===== src/rtl/rbr_pkg.sv =====
package rbr_pkg;

  localparam int unsigned RBR_DATA_W  = 64;
  localparam int unsigned RBR_ADDR_W  = 20;
  localparam int unsigned RBR_WIN_LSB = 3;
  localparam int unsigned RBR_HALF_W  = RBR_DATA_W / 2;

  localparam logic [RBR_HALF_W-1:0] RBR_MISS_TAG = 32'hBADADD00;

  typedef logic [RBR_DATA_W-1:0]              rbr_word_t;
  typedef logic [RBR_ADDR_W-1:0]              rbr_addr_t;
  typedef logic [RBR_ADDR_W-1:RBR_WIN_LSB]    rbr_win_t;

  // Fault word: tag in the upper half, zero-extended address below.
  function automatic rbr_word_t rbr_fault_word(input rbr_addr_t addr);
    rbr_word_t w;
    w = '0;
    w[RBR_DATA_W-1:RBR_HALF_W] = RBR_MISS_TAG;
    w[RBR_ADDR_W-1:0]          = addr;
    return w;
  endfunction

endpackage


===== src/rtl/rbr_window_gate.sv =====
module rbr_window_gate
  import rbr_pkg::*;
#(
  parameter rbr_addr_t BASE = '0
) (
  input  rbr_win_t  win_addr,
  input  rbr_word_t raw_data,
  input  logic      raw_wait,
  output logic      hit,
  output rbr_word_t gated_data,
  output logic      gated_wait
);

  localparam rbr_win_t BASE_WIN = BASE[RBR_ADDR_W-1:RBR_WIN_LSB];

  always_comb begin
    hit        = (win_addr == BASE_WIN);
    gated_data = raw_data & {RBR_DATA_W{hit}};
    gated_wait = raw_wait & hit;
  end

endmodule


===== src/rtl/rbr_or_combine.sv =====
module rbr_or_combine #(
  parameter int unsigned LANES  = 4,
  parameter int unsigned LANE_W = 64
) (
  input  logic [LANES*LANE_W-1:0] lanes,
  output logic [LANE_W-1:0]       merged
);

  logic [LANES-1:0][LANE_W-1:0] chain;

  assign chain[0] = lanes[LANE_W-1:0];

  generate
    for (genvar i = 1; i < LANES; i++) begin : g_chain
      assign chain[i] = chain[i-1] | lanes[i*LANE_W +: LANE_W];
    end
  endgenerate

  assign merged = chain[LANES-1];

endmodule


===== src/rtl/rbr_miss_marker.sv =====
module rbr_miss_marker
  import rbr_pkg::*;
(
  input  logic      any_hit,
  input  rbr_addr_t addr,
  output rbr_word_t marker
);

  always_comb begin
    if (any_hit) marker = '0;
    else         marker = rbr_fault_word(addr);
  end

endmodule


===== src/rtl/reg_read_aggregator.sv =====
module reg_read_aggregator
  import rbr_pkg::*;
#(
  parameter int unsigned NUM_SLV = 4,
  parameter logic [NUM_SLV*RBR_ADDR_W-1:0] BASE_ADDRS =
    {20'h80010, 20'h00100, 20'h00008, 20'h00000}
) (
  input  logic                          clk,
  input  logic                          rst_n,
  input  logic [RBR_ADDR_W-1:0]         bus_addr,
  input  logic [NUM_SLV*RBR_DATA_W-1:0] slv_rdata,
  input  logic [NUM_SLV-1:0]            slv_wait_req,
  output logic [RBR_DATA_W-1:0]         rd_data,
  output logic                          rd_wait
);

  localparam int unsigned LANE_BITS = NUM_SLV * RBR_DATA_W;

  logic [NUM_SLV-1:0]   hit_vec;
  logic [NUM_SLV-1:0]   wait_vec;
  logic [LANE_BITS-1:0] gated_lanes;
  rbr_word_t            slave_or;
  rbr_word_t            miss_word;
  logic                 any_hit;

  rbr_word_t            data_d, data_q;
  logic                 wait_d, wait_q;

  generate
    for (genvar k = 0; k < NUM_SLV; k++) begin : g_slave
      rbr_window_gate #(
        .BASE (BASE_ADDRS[k*RBR_ADDR_W +: RBR_ADDR_W])
      ) u_gate (
        .win_addr   (bus_addr[RBR_ADDR_W-1:RBR_WIN_LSB]),
        .raw_data   (slv_rdata[k*RBR_DATA_W +: RBR_DATA_W]),
        .raw_wait   (slv_wait_req[k]),
        .hit        (hit_vec[k]),
        .gated_data (gated_lanes[k*RBR_DATA_W +: RBR_DATA_W]),
        .gated_wait (wait_vec[k])
      );
    end
  endgenerate

  rbr_or_combine #(
    .LANES  (NUM_SLV),
    .LANE_W (RBR_DATA_W)
  ) u_or (
    .lanes  (gated_lanes),
    .merged (slave_or)
  );

  assign any_hit = |hit_vec;

  rbr_miss_marker u_miss (
    .any_hit (any_hit),
    .addr    (bus_addr),
    .marker  (miss_word)
  );

  // Next-state logic
  always_comb begin
    data_d = slave_or | miss_word;
    wait_d = |wait_vec;
  end

  // Output register
  always_ff @(posedge clk or negedge rst_n) begin
    if (!rst_n) begin
      data_q <= '0;
      wait_q <= 1'b0;
    end else begin
      data_q <= data_d;
      wait_q <= wait_d;
    end
  end

  assign rd_data = data_q;
  assign rd_wait = wait_q;

endmodule


===== config.mk =====
export PLATFORM = sky130hd
export DESIGN_NAME = reg_read_aggregator
export DESIGN_NICKNAME = d
export VERILOG_FILES = /design/src/rtl/rbr_pkg.sv /design/src/rtl/rbr_window_gate.sv /design/src/rtl/rbr_or_combine.sv /design/src/rtl/rbr_miss_marker.sv /design/src/rtl/reg_read_aggregator.sv
export SDC_FILE = /design/constraint.sdc
export NUM_CORES = 1
export LEC_CHECK = 0
export BUFFER_PORTS_ARGS = -buffer_cell sky130_fd_sc_hd__buf_2
export CAP_MARGIN = 25
export CORE_AREA = 5 5 131 133
export DETAILED_ROUTE_END_ITERATION = 8
export DIE_AREA = 0 0 136 138
export PLACE_DENSITY = 0.58
export SYNTH_ARGS = -nofsm -noshare
export SYNTH_HDL_FRONTEND = slang
export SYNTH_SLANG_ARGS = --single-unit

===== constraint.sdc =====
create_clock -name clk -period 0.8 [get_ports clk]
set_input_delay 0.24 -clock clk [delete_from_list [all_inputs] [get_ports clk]]
set_output_delay 0.24 -clock clk [all_outputs]
set_load 0.01 [all_outputs]

==> out/metrics.csv <==
metric,value,unit
share of the synthesized area in the top cell type,39.9,%
Setup WS pre-CTS,-909,ps
largest cells by area after synthesis,"dfrtp_1 40%, mux2i_1 16%, a22o_1 6.2%, a22oi_1 3.7%, o21ai_0 3.7%",
Die H,138,um
worst path cell trace,buf_8 -> nor4_4 -> buf_4 -> nand3_1 -> or3_1 -> a221o_1,
Clock transition at path regs,60,ps
Top delay family on crit path,simple AND/OR/NAND/NOR gates,
"leading cell type in the layout, fill and taps excluded",buf_2,
P_leak,0.00365,uW
worst-path fanout max,2,
beginning of the worst hold path,slv_rdata[140],
vias in the first global route,4995,
Core Region,15700,sq um
RSZ-0062 raised after global routing,yes,
gr usage total,19.2,%
total gr overflow,0,
WHS Path Cells,2,
min Tclk post-route,1380,ps
Crit. End Element,register,
Nets,1058,
share of layout cells above drive strength 1,62.1,%
I/O pin cnt,347,
critical path class,input port to register,
DRC,0,
Synth Flop Type,dfrtp_1,
Port Buf Inserts,346,
first-pass GRT wire length,28000,um
flip-flop and latch count after synthesis,65,
Worst setup SP type,input port,
initial antenna violation count,1,
TritonCTS buffer count,9,
Vias,4728,
period utilisation layout,172,%
drt via density,4.75,
DP Wirelength,14700,um
Max Cap Viol,0,
worst endpoint required time,1010,ps
post-synthesis cell count,386,
"commonest non-fill, non-tap cells in the layout","301 x buf_2, 65 x dfrtp_1, 64 x mux2i_1, 49 x buf_6, 46 x buf_4",
synth-to-layout area growth,81.8,%
Max Fclk,725,MHz
CTS Sinks,65,
"area leader, netlist",dfrtp_1,
Syn. warnings,0,
Syn Nets,668,
fill cell count,1568,
DP Area,6470,sq um
outcome,"finished, violations left",
Initial Utilization,26.0,%
failing checks,setup timing,
critical-path cell with the highest stage delay,or3_1,
routability cong.,0.793,
power density over the cells,1200,nW/um^2
Avg WL per Cell,18.9,um
Detail Route Antenna Nets,0,
WL final,18800,um
htree depth,3,
Mapped Area,4080,sq um
Die Width,136,um
Initial DRT Pass Iterations,6,
CP Data Arrival Time,1590,ps
final worst slack,-580,ps
row count,46,
clk root buf,clkbuf_16,
critical path depth,6,
die area,18800,sq um
Max IR drop VDD,0.000853,V
"Seq/Total Area, Yosys",39.9,%
Worst slew margin,81.1,%
Post-synth EDFFs,0,
worst path bufs/invs,2,
Synth Area per Inst,10.6,sq um
Yosys cell types,46,
largest stage delay on the critical path,370,ps
"Hold Violations, Final",0,
Hold Crit Class,input port to register,
CTS tree,yes,
asr flop ratio synth,100,%
Finished Cell Area,7420,sq um
worst-margin pin slew,275,ps
drt initial violations,157,
CTS max path bufs,2,
"Slew Viols, Final",0,
pin count of the biggest net entering global routing,38,
Worst Setup SP,bus_addr[9],
# setup viols final,130,
-- kinds of logic after synthesis --
family / synth area share, %
AND/OR/NAND/NOR: 12.1
multiplexers: 15.7
buffers and inverters: 6.62
flip-flops: 39.9
AO/OA/AOI/OAI: 25.7
-- area by class of cell --
cell class / count / area [sq um] / share of cell area [%]
clock buffer: 11 / 253 / 3.41
timing repair buffer: 418 / 2840 / 38.2
sequential: 65 / 1630 / 21.9
multi-input combinational: 278 / 2400 / 32.3
clock inverter: 3 / 17.5 / 0.236
tap: 216 / 270 / 3.64
inverter: 4 / 15.0 / 0.202
antenna: 1 / 2.50 / 0.0337
-- power by group --
| part | internal (uW) | switching, uW |
|---|---|---|
| sequential | 3340 | 24.5 |
| combinational | 1040 | 794 |
| clock | 2220 | 1440 |
| total | 6600 | 2260 |
-- worst paths after layout --
| path | endpoint | slack, ps |
|---|---|---|
| max in group asynchronous | rd_data[16]$_DFF_PN0_ | 150 |
| max | rd_data[4]$_DFF_PN0_ | -580 |
| min in group asynchronous | rd_data[47]$_DFF_PN0_ | 450 |
| min | rd_data[12]$_DFF_PN0_ | 130 |
-- per-layer routing --
metal | GRT usage, % | wire length (um) | up-vias
li1 | - | - | 2278
met1 | 22.3 | 7250 | 2219
met2 | 34.3 | 9690 | 213
met3 | 4.72 | 1550 | 18
met4 | 6.31 | 319 | 0
met5 | 0 | 0 | -
-- cells in the mapped netlist (3+ instances only) --
| cell | number |
|---|---|
| o21ai_0 | 30 |
| mux2i_1 | 64 |
| buf_2 | 13 |
| a2111o_1 | 4 |
| clkbuf_8 | 7 |
| a31o_2 | 7 |
| nor3_1 | 16 |
| nor4_4 | 3 |
| a211o_1 | 8 |
| a31oi_1 | 3 |
| dfrtp_1 | 65 |
| o221ai_1 | 9 |
| nand3_1 | 7 |
| clkbuf_1 | 11 |
| or3_1 | 4 |
| o221ai_2 | 10 |
| inv_1 | 4 |
| nor2_1 | 5 |
| nand2_1 | 32 |
| and3_1 | 6 |
| a22o_1 | 29 |
| a22oi_1 | 20 |
-- metrics by stage --
step | instances | TNS [ps] | util [%] | power, uW | hold WS [ps]
CTS | 987 | -46710 | 45.6 | 9000 | 102
global placement | 962 | -52350 | 41.2 | 5140 | 222
finish | 996 | -47790 | 47.2 | 8870 | 125
detailed placement | 962 | -53780 | 41.2 | 5150 | 227
floorplan | 386 | -44790 | - | 4030 | -55.6
global route | 996 | -53600 | 47.2 | 9360 | 111
-- registers in the layout, indices dropped and copies added, names as in the netlist --
register / flops
rd_wait: 1
rd_data: 64
-- timing repair --
action | in CTS | in global routing
setup buffers | 8 | 6
gates resized for setup | 65 | 31
hold buffers | 1 | 0
gates cloned | 3 | 2
endpoints found under the setup margin | 130 | 130
endpoints found under the hold margin | 65 | 0
pin swaps | 23 | 9
No activity file was read; power rests on OpenSTA's default activity.
